$ cat src/rtl/pport_pkg.sv
package pport_pkg;
  typedef enum logic [2:0] {
    A_DIR  = 3'd0,
    A_FSEL = 3'd1,
    A_DATA = 3'd2,
    A_ALTA = 3'd3,
    A_ALTB = 3'd4,
    A_STAT = 3'd5
  } paddr_e;
endpackage

$ cat src/rtl/pport_sync.sv
module pport_sync #(
  parameter int W = 8
) (
  input  logic         clk,
  input  logic         rst_n,
  input  logic [W-1:0] d,
  output logic [W-1:0] q
);
  logic [W-1:0] s1_q, s2_q;

  always_ff @(posedge clk or negedge rst_n) begin
    if (!rst_n) begin
      s1_q <= '0;
      s2_q <= '0;
    end else begin
      s1_q <= d;
      s2_q <= s1_q;
    end
  end

  assign q = s2_q;
endmodule

$ cat src/rtl/pport_pinmux.sv
module pport_pinmux #(
  parameter int W = 8
) (
  input  logic [W-1:0] dir,
  input  logic [W-1:0] fsel,
  input  logic [W-1:0] latch,
  input  logic [W-1:0] alt_out,
  input  logic [W-1:0] alt_oe,
  output logic [W-1:0] pin_out,
  output logic [W-1:0] pin_oe
);
  for (genvar i = 0; i < W; i++) begin : g_pin
    // alternate function owns both the value and the enable; direction gates the enable
    assign pin_out[i] = fsel[i] ? alt_out[i] : latch[i];
    assign pin_oe[i]  = dir[i] & (fsel[i] ? alt_oe[i] : 1'b1);
  end
endmodule

$ cat src/rtl/pport_rdmux.sv
module pport_rdmux
  import pport_pkg::*;
#(
  parameter int W = 8,
  localparam int H = W / 2
) (
  input  logic [2:0]   addr,
  input  logic [W-1:0] dir,
  input  logic [W-1:0] fsel,
  input  logic [W-1:0] latch,
  input  logic [W-1:0] pin_s,
  input  logic [W-1:0] pa_s,
  input  logic [W-1:0] pb_s,
  input  logic [H-1:0] hs_s,
  input  logic [H-1:0] flags,
  output logic [W-1:0] rd_val
);
  logic [W-1:0] data_view;

  for (genvar i = 0; i < W; i++) begin : g_view
    // input pins are sampled live, output pins reflect the latch
    assign data_view[i] = dir[i] ? latch[i] : pin_s[i];
  end

  always_comb begin
    unique case (addr)
      A_DIR:   rd_val = dir;
      A_FSEL:  rd_val = fsel;
      A_DATA:  rd_val = data_view;
      A_ALTA:  rd_val = pa_s;
      A_ALTB:  rd_val = pb_s;
      A_STAT:  rd_val = {hs_s, flags};
      default: rd_val = '0;
    endcase
  end
endmodule

$ cat src/rtl/pport_regs.sv
module pport_regs
  import pport_pkg::*;
#(
  parameter int W = 8,
  localparam int H = W / 2
) (
  input  logic         clk,
  input  logic         rst_n,
  input  logic         sel,
  input  logic         wr,
  input  logic [2:0]   addr,
  input  logic [W-1:0] wdata,
  output logic [W-1:0] rdata,
  output logic         ack,
  input  logic [W-1:0] pin_in,
  output logic [W-1:0] pin_out,
  output logic [W-1:0] pin_oe,
  input  logic [W-1:0] alt_out,
  input  logic [W-1:0] alt_oe,
  input  logic [W-1:0] pa_in,
  input  logic [W-1:0] pb_in,
  input  logic [H-1:0] hs_in,
  input  logic [H-1:0] stat_set
);
  logic [W-1:0] dir_q, dir_d, fsel_q, fsel_d, latch_q, latch_d;
  logic [H-1:0] flag_q, flag_d;
  logic [W-1:0] rdata_q, rdata_d;
  logic         ack_q, ack_d;
  logic [W-1:0] pin_s, pa_s, pb_s, rd_val;
  logic [H-1:0] hs_s;
  logic         we, we_dir, we_fsel, we_data, we_stat, we_ro;

  pport_sync #(.W(W)) u_sync_pin (.clk(clk), .rst_n(rst_n), .d(pin_in), .q(pin_s));
  pport_sync #(.W(W)) u_sync_pa  (.clk(clk), .rst_n(rst_n), .d(pa_in),  .q(pa_s));
  pport_sync #(.W(W)) u_sync_pb  (.clk(clk), .rst_n(rst_n), .d(pb_in),  .q(pb_s));
  pport_sync #(.W(H)) u_sync_hs  (.clk(clk), .rst_n(rst_n), .d(hs_in),  .q(hs_s));

  assign we      = sel & wr;
  assign we_dir  = we & (addr == A_DIR);
  assign we_fsel = we & (addr == A_FSEL);
  assign we_data = we & (addr == A_DATA);
  assign we_stat = we & (addr == A_STAT);
  assign we_ro   = we & ((addr == A_ALTA) | (addr == A_ALTB));

  always_comb begin
    dir_d   = we_dir  ? wdata : dir_q;
    fsel_d  = we_fsel ? wdata : fsel_q;
    latch_d = we_data ? wdata : latch_q;
    flag_d  = (flag_q & ~(we_stat ? wdata[H-1:0] : '0)) | stat_set;
    ack_d   = sel;
    rdata_d = (sel & ~wr) ? rd_val : '0;
  end

  always_ff @(posedge clk or negedge rst_n) begin
    if (!rst_n) begin
      dir_q   <= '0;
      fsel_q  <= '0;
      flag_q  <= '0;
      ack_q   <= 1'b0;
      rdata_q <= '0;
    end else begin
      dir_q   <= dir_d;
      fsel_q  <= fsel_d;
      flag_q  <= flag_d;
      ack_q   <= ack_d;
      rdata_q <= rdata_d;
    end
  end

  // output latch is intentionally outside the reset domain
  always_ff @(posedge clk) begin
    latch_q <= latch_d;
  end

  pport_rdmux #(.W(W)) u_rdmux (
    .addr(addr), .dir(dir_q), .fsel(fsel_q), .latch(latch_q),
    .pin_s(pin_s), .pa_s(pa_s), .pb_s(pb_s), .hs_s(hs_s),
    .flags(flag_q), .rd_val(rd_val)
  );

  pport_pinmux #(.W(W)) u_pinmux (
    .dir(dir_q), .fsel(fsel_q), .latch(latch_q),
    .alt_out(alt_out), .alt_oe(alt_oe),
    .pin_out(pin_out), .pin_oe(pin_oe)
  );

  assign rdata = rdata_q;
  assign ack   = ack_q;

  a_r9_ack_follows_sel: assert property (@(posedge clk) disable iff (!rst_n)
    ack == $past(sel));

  a_r4_latch_load: assert property (@(posedge clk) disable iff (!rst_n)
    (sel && wr && addr == A_DATA) |=> latch_q == $past(wdata));

  a_r6_input_undriven: assert property (@(posedge clk) disable iff (!rst_n)
    (pin_oe & ~dir_q) == '0);

  a_r6_port_drives: assert property (@(posedge clk) disable iff (!rst_n)
    ((dir_q & ~fsel_q) & ~pin_oe) == '0);

  a_r7_ro_write_inert: assert property (@(posedge clk) disable iff (!rst_n)
    we_ro |=> ($stable(dir_q) && $stable(fsel_q)));

  a_r8_flag_sticky: assert property (@(posedge clk) disable iff (!rst_n)
    !we_stat |=> ((flag_q & $past(flag_q)) == $past(flag_q)));
endmodule

$ cat config.mk
export PLATFORM = sky130hd
export DESIGN_NAME = pport_regs
export DESIGN_NICKNAME = d
export VERILOG_FILES = /design/src/rtl/pport_pkg.sv /design/src/rtl/pport_sync.sv /design/src/rtl/pport_pinmux.sv /design/src/rtl/pport_rdmux.sv /design/src/rtl/pport_regs.sv
export SDC_FILE = /design/constraint.sdc
export NUM_CORES = 1
export LEC_CHECK = 0
export ABC_AREA = 1
export ABC_CLOCK_PERIOD_IN_PS = 1000
export CAP_MARGIN = 10
export CORE_MARGIN = 2
export CORE_UTILIZATION = 49
export CTS_CLUSTER_SIZE = 40
export DETAILED_ROUTE_END_ITERATION = 16
export GPL_ROUTABILITY_DRIVEN = 0
export GPL_TIMING_DRIVEN = 1
export PLACE_DENSITY = 0.79
export SKIP_LAST_GASP = 1
export SYNTH_ARGS = -nofsm -noshare
export SYNTH_HDL_FRONTEND = slang
export SYNTH_SLANG_ARGS = --single-unit
$ cat constraint.sdc
create_clock -name clk -period 1 [get_ports clk]
set_input_delay 0.2 -clock clk [delete_from_list [all_inputs] [get_ports clk]]
set_output_delay 0.2 -clock clk [all_outputs]
set_load 0.02 [all_outputs]
==> results of run 1 <==
## logic make-up after synthesis
group,count (synthesis)
AO/OA/AOI/OAI,36
multiplexers,8
AND/OR/NAND/NOR,136
flip-flops,93
buffers and inverters,47
## final timing paths
path	cells after the start	slack, ps	to
max in group asynchronous	3	280	fsel_q[3]$_DFFE_PN0P_
worst min-delay path	2	220	ack$_DFF_PN0_
worst min register to register	0	350	u_sync_pin.q[3]$_DFF_PN0_
worst max-delay path	2	-460	pin_out[2]
min in group asynchronous	2	240	u_sync_pin.q[4]$_DFF_PN0_
worst max register to register	8	-130	rdata[3]$_DFF_PN0_
## synth_stat cells (4+ instances only)
library cell	count	area share, %
sky130_fd_sc_hd__nand4_1	16	2.8
sky130_fd_sc_hd__o21ai_1	4	0.57
sky130_fd_sc_hd__dfrtp_1	85	60
sky130_fd_sc_hd__nand2_1	94	10
sky130_fd_sc_hd__edfxtp_1	8	6.8
sky130_fd_sc_hd__nand2_2	4	0.71
sky130_fd_sc_hd__nand3_1	8	1.1
sky130_fd_sc_hd__nor2_1	8	0.85
sky130_fd_sc_hd__a21oi_1	16	2.3
sky130_fd_sc_hd__o21ai_2	16	4.0
sky130_fd_sc_hd__inv_1	37	3.9
sky130_fd_sc_hd__mux2_2	8	2.6
## timing repair
| item | CTS | global route |
|---|---|---|
| buffers inserted | 13 | 13 |
| hold buffers | 1 | 0 |
| gates resized for setup | 178 | 39 |
| hold endpoints to repair | 85 | 0 |
| pin swaps | 15 | 18 |
| cloned | 1 | 0 |
| setup endpoints to repair | 61 | 50 |
## cell type report
type,count,area share (%)
flip-flops and latches,93,42.9
repair buffers,153,28.0
multi-input cells,180,20.3
inverters,40,2.99
clock buffers,10,2.49
well taps,96,2.18
clock inverters,6,1.20
## registers in the layout (all words and copies together) (netlist names)
| register | count |
|---|---|
| dir_q | 8 |
| fsel_q | 8 |
| latch_q | 8 |
| rdata | 8 |
| u_sync_pa.q | 8 |
| u_sync_pa.s1_q | 8 |
| u_sync_pb.q | 8 |
| u_sync_pb.s1_q | 8 |
| u_sync_pin.q | 8 |
| u_sync_pin.s1_q | 8 |
| flag_q | 4 |
| u_sync_hs.q | 4 |
| u_sync_hs.s1_q | 4 |
| ack | 1 |
## worst max-delay path, cell delays in order, from the launching register on
cell and delay [ps]:
sky130_fd_sc_hd__dfrtp_1 440, sky130_fd_sc_hd__mux2_4 320, sky130_fd_sc_hd__buf_6 130
## layer usage
layer  vias to the layer above  global-route usage [%]  routed length (µm)
met5                         -                       0                   0
met4                         0                    10.6                 356
met3                        34                    8.02                 655
met2                       142                    41.0                5090
met1                      1420                    28.5                3500
li1                       1337                       -                   -
## where the power goes
part / switching (µW) / internal, µW
sequential: 184 / 4070
combinational: 1010 / 1190
clock: 1460 / 1050
total: 2660 / 6310
## stage by stage
stage	util [%]	hold WS, ps	cells	worst slack [ps]
2_1_floorplan	-	-95.6	320	-108
3_3_place_gp	71.1	85.9	539	-629
3_5_place_dp	71.1	87.8	539	-656
4_1_cts	77.3	202	568	-445
5_1_grt	80.3	231	578	-500
6_report	80.3	218	578	-459
==> impl_metrics.json, run 1 <==
{
  "result_of_the_run": "finished, violations left",
  "failing_checks": "negative setup slack",
  "grt_first_pass_wirelength_um": 14000,
  "core-area_um2": 6870,
  "yosys_register_bits": 93,
  "layout.nets": 540,
  "routed-via-count": 2933,
  "multi_input_comb_area_um2": 1120,
  "grt-ovfl-total": 0,
  "setup_slack_ps": -459,
  "endpoint_kind": "output pin",
  "ys_seq_area_share_pct": 67.3,
  "maxCapViolCount": 0,
  "cp_max_fo": 3,
  "die_x_um": 88.8,
  "hold_path_startpoint": "sel",
  "tritoncts_num_sinks": 93,
  "layout_commonest_cell": "sky130_fd_sc_hd__dfrtp_1",
  "drv_slew": 0,
  "die_span_y_um": 88.8,
  "filler_cell_count": 395,
  "worst-endpoint-arrival_ps": 1260,
  "clk_transition_reported_paths_ps": 100,
  "irDropWorstVdd_mv": 1.21,
  "synth_flop_cell": "sky130_fd_sc_hd__dfrtp_1",
  "synthXorXnorAreaFrac_pct": 0,
  "syn_area_um2": 3520,
  "netlist-cell-type-count": 21,
  "finClkSkew_ps": 9.64,
  "timing.setup.tns_ps": -7950,
  "routed_via_density": 5.07,
  "startpoint_type": "flip-flop",
  "max_slew_margin_pct": 77.1,
  "setup_repair_after_global_routing_missed_its_margin": "true",
  "routedWlPerCell_um": 16.6,
  "synth.area.mux_share_pct": 2.56,
  "fp-row-count": 30,
  "first_global_vias": 3003,
  "grt_max_degree": 39,
  "critical_path.reg2reg.startpoint": "dir_q[3]$_DFFE_PN0P_",
  "drt_wl_total_um": 9600,
  "area.growth.synth_to_final_pct": 56.8,
  "tritoncts_clock_tree": "built",
  "cp-startpoint": "fsel_q[2]$_DFFE_PN0P_",
  "report.final.hold_viol_count": 0,
  "pin_count": 88,
  "power_density_nw_per_um2": 1620,
  "groute.usage.overall_pct": 24.3,
  "starting_density_of_the_core_pct": 51.2,
  "layout_common_cells": "sky130_fd_sc_hd__dfrtp_1, sky130_fd_sc_hd__nand2_1, sky130_fd_sc_hd__clkdlybuf4s50_1",
  "clock_latency_on_the_worst_skew_pair_ps": 370,
  "post_synth_arst_share_pct": 91.4,
  "number_of_drc_markers_in_iteration_0": 170,
  "post_placement_cell_area_um2": 4880,
  "yosysWarnings": 0,
  "setup-violations-final": 40,
  "total_clock_buffers_created_by_cts": 9,
  "maximum_level_of_the_cts_h_tree": 3,
  "grt_antenna_before_repair": 0,
  "synth_simple_gate_area_share_pct": 17.3,
  "final.min_clock_period_ps": 1460,
  "postSynthCellCount": 320,
  "place_hpwl_um": 5810,
  "synthesized_area_per_cell_um2": 11.0,
  "holdCritPathClass": "input port to flip-flop",
  "drtAntennaViolNets": 0,
  "design.die.area_um2": 7880,
  "portBuffers": 87,
  "syn_nets": 383,
  "final_area_um2": 5520,
  "synth_compound_area_share_pct": 6.83,
  "synth-adder-area-share_pct": 0,
  "cts_root_buf": "sky130_fd_sc_hd__clkbuf_8",
  "share_of_cells_above_drive_strength_1_pct": 35.7,
  "num_antenna_cells": 0,
  "drc": 0,
  "timing_worst_slew_pin_value_ps": 343,
  "cts-root-to-sink-buffers": 2,
  "period_share_pct": 146,
  "total_leakage_power_uw": 0.00265,
  "crit_required_ps": 800,
  "drt_pass1_iterations": 6,
  "edff_count_synth": 8,
  "largest_family_of_logic_cells_by_synthesized_area": "simple AND/OR/NAND/NOR gates",
  "path_class": "flip-flop to output pin",
  "report.power.total_uw": 8970,
  "sequential_cell_area_um2": 2370,
  "fmax_ghz": 0.686
}
(Power assumes the default switching activity.)
==> run 2: changes to the inputs <==
- SKIP_LAST_GASP: 1 -> unset
==> run 2 against run 1 <==
  * The run still ends with negative setup slack left
  * Flip-flop and latch count unchanged
  * Count of clock-buffer cells in the layout stayed put
  * Fmax increased by 0.16%
  * Worst hold slack better by 5.1 ps
  * Total power is 0.15% lower
  * Non-clock buffer count fell by 1
  * Design area fell by 0.11%
  * Critical path type unchanged
==> impl_metrics.json, run 2 (synthesis results as in run 1) <==
{
  "die_span_y_um": 88.8,
  "holdCritPathClass": "input port to flip-flop",
  "cp-startpoint": "fsel_q[2]$_DFFE_PN0P_",
  "routed-via-count": 2932,
  "cts_root_buf": "sky130_fd_sc_hd__clkbuf_8",
  "first_global_vias": 3029,
  "starting_density_of_the_core_pct": 51.2,
  "cts-root-to-sink-buffers": 2,
  "grt-ovfl-total": 0,
  "portBuffers": 87,
  "fp-row-count": 30,
  "setup.reg_to_reg.worst_slack_ps": -130,
  "setup_repair_after_global_routing_missed_its_margin": "true",
  "report.final.hold_viol_count": 0,
  "crit_required_ps": 800,
  "drt_wl_total_um": 9190,
  "total_switching_power_uw": 2640,
  "setup_slack_ps": -456,
  "clk_transition_reported_paths_ps": 100,
  "total_clock_buffers_created_by_cts": 9,
  "max_slew_margin_pct": 78.6,
  "critical_path.reg2reg.startpoint": "dir_q[3]$_DFFE_PN0P_",
  "clock_latency_on_the_worst_skew_pair_ps": 370,
  "share_of_cells_above_drive_strength_1_pct": 36.2,
  "filler_cell_count": 391,
  "power_density_nw_per_um2": 1620,
  "fmax_ghz": 0.687,
  "multi_input_comb_area_um2": 1130,
  "maxCapViolCount": 0,
  "ff2ff_path_depth": 8,
  "drt_pass1_iterations": 7,
  "cp_max_fo": 3,
  "pin_count": 88,
  "design.die.area_um2": 7880,
  "grt_antenna_before_repair": 0,
  "irDropWorstVdd_mv": 1.20,
  "maximum_level_of_the_cts_h_tree": 3,
  "power.share.combinational_pct": 24.6,
  "drc": 0,
  "num_antenna_cells": 0,
  "core-area_um2": 6870,
  "worst-endpoint-arrival_ps": 1260,
  "startpoint_type": "flip-flop",
  "report.power.total_uw": 8950,
  "tritoncts_num_sinks": 93,
  "endpoint_kind": "output pin",
  "groute.usage.overall_pct": 24.6,
  "timing.critical_path.to": "pin_out[2]",
  "routedWlPerCell_um": 15.9,
  "setup-violations-final": 33,
  "failing_checks": "negative setup slack",
  "grt_max_degree": 39,
  "hold_ws_ps": 223,
  "finClkSkew_ps": 5.89,
  "place_hpwl_um": 5810,
  "r2r_end": "rdata[3]$_DFF_PN0_",
  "sequential_cell_area_um2": 2370,
  "internal_power_uw": 6310,
  "routed_via_density": 5.08,
  "number_of_drc_markers_in_iteration_0": 128,
  "total_leakage_power_uw": 0.00265,
  "die_x_um": 88.8,
  "final_area_um2": 5510,
  "seq_power_share_pct": 47.5,
  "switching_share_pct": 29.5,
  "path_class": "flip-flop to output pin",
  "layout_common_cells": "sky130_fd_sc_hd__dfrtp_1, sky130_fd_sc_hd__nand2_1, sky130_fd_sc_hd__clkdlybuf4s50_1",
  "drv_slew": 0,
  "final_util_pct": 80.3,
  "period_share_pct": 146,
  "final.min_clock_period_ps": 1460,
  "post_placement_cell_area_um2": 4880,
  "layout.nets": 539,
  "result_of_the_run": "finished, violations left",
  "layout_commonest_cell": "sky130_fd_sc_hd__dfrtp_1",
  "power_frac_clock_pct": 27.9,
  "timing_worst_slew_pin_value_ps": 320,
  "grt_first_pass_wirelength_um": 14200,
  "tritoncts_clock_tree": "built",
  "drtAntennaViolNets": 0,
  "area.growth.synth_to_final_pct": 56.6
}
[run 2: changes by cell type in the layout (fill, tap and decap cells not counted), sizes merged]
cell | previous run | this run
clkbuf | 12 | 11
[run 2: cell type report]
class                      count  area share, %
multi-input combinational    180           20.5
clock buffer                  10           2.50
timing repair buffer         152           27.7
sequential                    93           42.9
tap                           96           2.18
clock inverter                 6           1.20
inverter                      40           2.95
[run 2: layer usage]
metal	up-vias	global-route usage, %	wire, µm
met4	0	8.95	301
li1	1335	-	-
met3	29	6.90	661
met1	1426	28.8	3380
met5	-	0	0
met2	142	43.0	4850
[run 2: worst max-delay path: stages, from the launching register on]
cell                      delay, ps
sky130_fd_sc_hd__dfrtp_1        440
sky130_fd_sc_hd__mux2_4         320
sky130_fd_sc_hd__buf_6          130
[run 2: through the flow]
step,setup slack [ps],TNS [ps],std cells
detailed placement,-656,-32590,539
floorplan,-108,-901,320
global placement,-629,-31670,539
CTS,-445,-7570,568
global route,-482,-9110,577
finish,-456,-7660,577
[run 2: what timing repair did]
action	CTS	global route
hold endpoints to repair	85	0
pin swaps	17	15
cloned	1	0
gates resized for setup	188	35
buffers inserted	13	11
endpoints found under the setup margin	61	45
hold buffers	1	0
[run 2: worst min path at each step]
stage	from	to	slack, ps	depth (start not counted)
after global routing	sel	ack$_DFF_PN0_	230	2
after floorplan	rst_n	ack$_DFF_PN0_	-100	0
after CTS	sel	ack$_DFF_PN0_	200	2
after detailed placement	rst_n	u_sync_pin.s1_q[4]$_DFF_PN0_	90	1
final	sel	ack$_DFF_PN0_	220	2
after global placement	rst_n	u_sync_pin.q[4]$_DFF_PN0_	90	1
[run 2: power groups by stage]
stage                     combinational, µW  sequential [µW]  clock [µW]
after detailed placement               1710             4300           0
after global placement                 1670             4290           0
after global routing                   2360             4280        2710
final                                  2200             4250        2500
after floorplan                         700             4310           0
after CTS                              1940             4230        2520
==> run 3: changes to the inputs <==
- PLACE_DENSITY: 0.79 -> 0.78
- SYNTH_HIERARCHICAL: unset -> 1
==> run 3 against run 2 <==
  * The run still ends with negative setup slack left
  * Clock power decreased by 2%
  * Synthesized area increased by 4.0%
  * Die area increased by 3.8%
  * Sequential power about the same
  * Count of clock-buffer cells in the layout decreased by 1
  * Fmax increased by 7.0%
  * Global-route usage decreased by 1.2 points
  * Largest power group unchanged
==> impl_metrics.json, run 3 <==
{
  "final.min_clock_period_ps": 1360,
  "number_of_drc_markers_in_iteration_0": 177,
  "fmax_ghz": 0.735,
  "tritoncts_clock_tree": "built",
  "cp_max_fo": 4,
  "pin_count": 88,
  "layout.nets": 567,
  "ys_seq_area_share_pct": 64.7,
  "drt_pass1_iterations": 4,
  "result_of_the_run": "finished, violations left",
  "routed_via_density": 4.82,
  "multi_input_comb_area_um2": 1030,
  "setup_repair_after_global_routing_missed_its_margin": "true",
  "grt_max_degree": 34,
  "layout_common_cells": "sky130_fd_sc_hd__nand2_1, sky130_fd_sc_hd__dfrtp_1, sky130_fd_sc_hd__clkdlybuf4s50_1",
  "holdCritPathClass": "input port to flip-flop",
  "power_frac_clock_pct": 28.4,
  "fp-row-count": 31,
  "placed_cells_incl_taps": 588,
  "timing_worst_slew_pin_value_ps": 373,
  "layout_commonest_cell": "sky130_fd_sc_hd__nand2_1",
  "crit_required_ps": 800,
  "maxCapViolCount": 0,
  "netlist.top_cell.by_area": "sky130_fd_sc_hd__dfrtp_1",
  "seq_power_share_pct": 49.3,
  "edff_count_synth": 8,
  "groute.usage.overall_pct": 23.3,
  "die_x_um": 90.4,
  "finClkSkew_ps": 6.03,
  "share_of_cells_above_drive_strength_1_pct": 27.7,
  "first_global_vias": 3102,
  "irDropWorstVdd_mv": 1.10,
  "final_area_um2": 5260,
  "report.power.total_uw": 8670,
  "endpoint_kind": "output pin",
  "drv_slew": 0,
  "filler_cell_count": 502,
  "total_switching_power_uw": 2620,
  "synthTopCellsByArea": "sky130_fd_sc_hd__dfrtp_1, sky130_fd_sc_hd__nand2_1, sky130_fd_sc_hd__edfxtp_1, sky130_fd_sc_hd__inv_1, sky130_fd_sc_hd__nand4_1",
  "synth_flop_cell": "sky130_fd_sc_hd__dfrtp_1",
  "period_share_pct": 136,
  "postSynthCellCount": 371,
  "final_util_pct": 72.5,
  "switching_share_pct": 30.2,
  "startpoint_type": "flip-flop",
  "post_placement_cell_area_um2": 4950,
  "stdcell_count": 608,
  "sequential_cell_area_um2": 2370,
  "yosys_register_bits": 93,
  "internal_power_uw": 6050,
  "post_synth_arst_share_pct": 91.4,
  "clock_latency_on_the_worst_skew_pair_ps": 370,
  "synth.top_cells.by_count": "sky130_fd_sc_hd__nand2_1, sky130_fd_sc_hd__dfrtp_1, sky130_fd_sc_hd__inv_1",
  "worst-endpoint-arrival_ps": 1160,
  "clk_transition_reported_paths_ps": 100,
  "grt-ovfl-total": 0,
  "routedWlPerCell_um": 14.2,
  "syn_area_um2": 3660,
  "power.share.combinational_pct": 22.3,
  "die_span_y_um": 90.4,
  "cts-root-to-sink-buffers": 2,
  "power_density_nw_per_um2": 1650,
  "grt_first_pass_wirelength_um": 14600,
  "synthesized_area_per_cell_um2": 9.87,
  "area.growth.synth_to_final_pct": 43.6,
  "setup.reg_to_reg.worst_slack_ps": -120,
  "cts_root_buf": "sky130_fd_sc_hd__clkbuf_8",
  "tritoncts_num_sinks": 93,
  "starting_density_of_the_core_pct": 50.5,
  "path_class": "flip-flop to output pin",
  "design.die.area_um2": 8180,
  "timing.setup.tns_ps": -6390,
  "routed-via-count": 2928,
  "setup-violations-final": 33,
  "drt_wl_total_um": 8640,
  "grt_antenna_before_repair": 0,
  "total_clock_buffers_created_by_cts": 9,
  "maximum_level_of_the_cts_h_tree": 3,
  "place_hpwl_um": 6160,
  "report.final.hold_viol_count": 0,
  "syn_nets": 434,
  "total_leakage_power_uw": 0.00261,
  "portBuffers": 87,
  "failing_checks": "negative setup slack",
  "synth.most_common_cell": "sky130_fd_sc_hd__nand2_1",
  "drtAntennaViolNets": 0,
  "yosysWarnings": 6,
  "num_antenna_cells": 0,
  "synth_top_area_share_pct": 58.1,
  "setup_slack_ps": -361,
  "core-area_um2": 7250,
  "netlist-cell-type-count": 19,
  "drc": 0,
  "max_slew_margin_pct": 75.1
}
## run 3: cell types whose count changed after synthesis, moves of 4 or more
cell                      delta
sky130_fd_sc_hd__a21oi_1     -8
sky130_fd_sc_hd__buf_2       +6
sky130_fd_sc_hd__inv_1      +26
sky130_fd_sc_hd__mux2_2      -8
sky130_fd_sc_hd__nand2_1     +4
sky130_fd_sc_hd__nand3_1    +12
sky130_fd_sc_hd__nand4_1     +8
sky130_fd_sc_hd__nor2_1     +10
sky130_fd_sc_hd__o21ai_1     +4
## run 3: what timing repair did
action,CTS,global route
pin swaps,33,25
hold endpoints to repair,85,0
resized for setup,160,21
gates cloned,0,0
setup buffers,8,3
endpoints found under the setup margin,61,33
hold buffers,1,0
## run 3: worst paths after layout
check / from / to / cells after the start
worst max register to register: dir_q[3]$_DFFE_PN0P_ / rdata[3]$_DFF_PN0_ / 10
worst min-delay path: sel / ack$_DFF_PN0_ / 2
min in group asynchronous: rst_n / u_sync_pin/q[0]$_DFF_PN0_ / 2
worst max-delay path: fsel_q[6]$_DFFE_PN0P_ / pin_out[6] / 3
worst min register to register: u_sync_pin/s1_q[0]$_DFF_PN0_ / u_sync_pin/q[0]$_DFF_PN0_ / 0
max in group asynchronous: rst_n / fsel_q[1]$_DFFE_PN0P_ / 3
## run 3: worst max-delay path, cell delays in order (launching register included)
cell	delay, ps
sky130_fd_sc_hd__dfrtp_1	430
sky130_fd_sc_hd__nand2_1	100
sky130_fd_sc_hd__o21ai_1	100
sky130_fd_sc_hd__buf_4	160
## run 3: logic make-up after synthesis
logic type,after synthesis,synth area share [%]
compound gates,32,6.02
simple gates,169,20.6
buf+inv,77,8.75
flops,93,64.7
## run 3: layer usage
layer	track usage, %	up-vias	share of wire [%]
met5	0	-	0
met3	6.93	23	6.5
met4	10.4	0	2.6
met2	39.8	108	52
met1	27.3	1372	39
li1	-	1425	-
## run 3: layout make-up
type                       instances  share of cell area (%)
clock buffer                       9                    2.36
clock inverter                     7                    1.45
inverter                          65                    4.69
multi-input combinational        201                    19.6
sequential                        93                    45.1
tap                               99                    2.36
timing repair buffer             134                    24.5
## run 3: stage by stage
stage	hold slack, ps	worst slack [ps]
6_report	195	-361
3_5_place_dp	97.1	-659
2_1_floorplan	-95.6	3.66
5_1_grt	180	-433
3_3_place_gp	96.7	-658
4_1_cts	183	-347
## run 3: power groups by stage
stage | registers, µW | logic, µW | clock network (µW)
floorplan | 4320 | 740 | 0
global placement | 4300 | 1760 | 0
detailed placement | 4310 | 1810 | 0
CTS | 4250 | 1880 | 2510
global route | 4310 | 2110 | 2690
finish | 4270 | 1930 | 2460
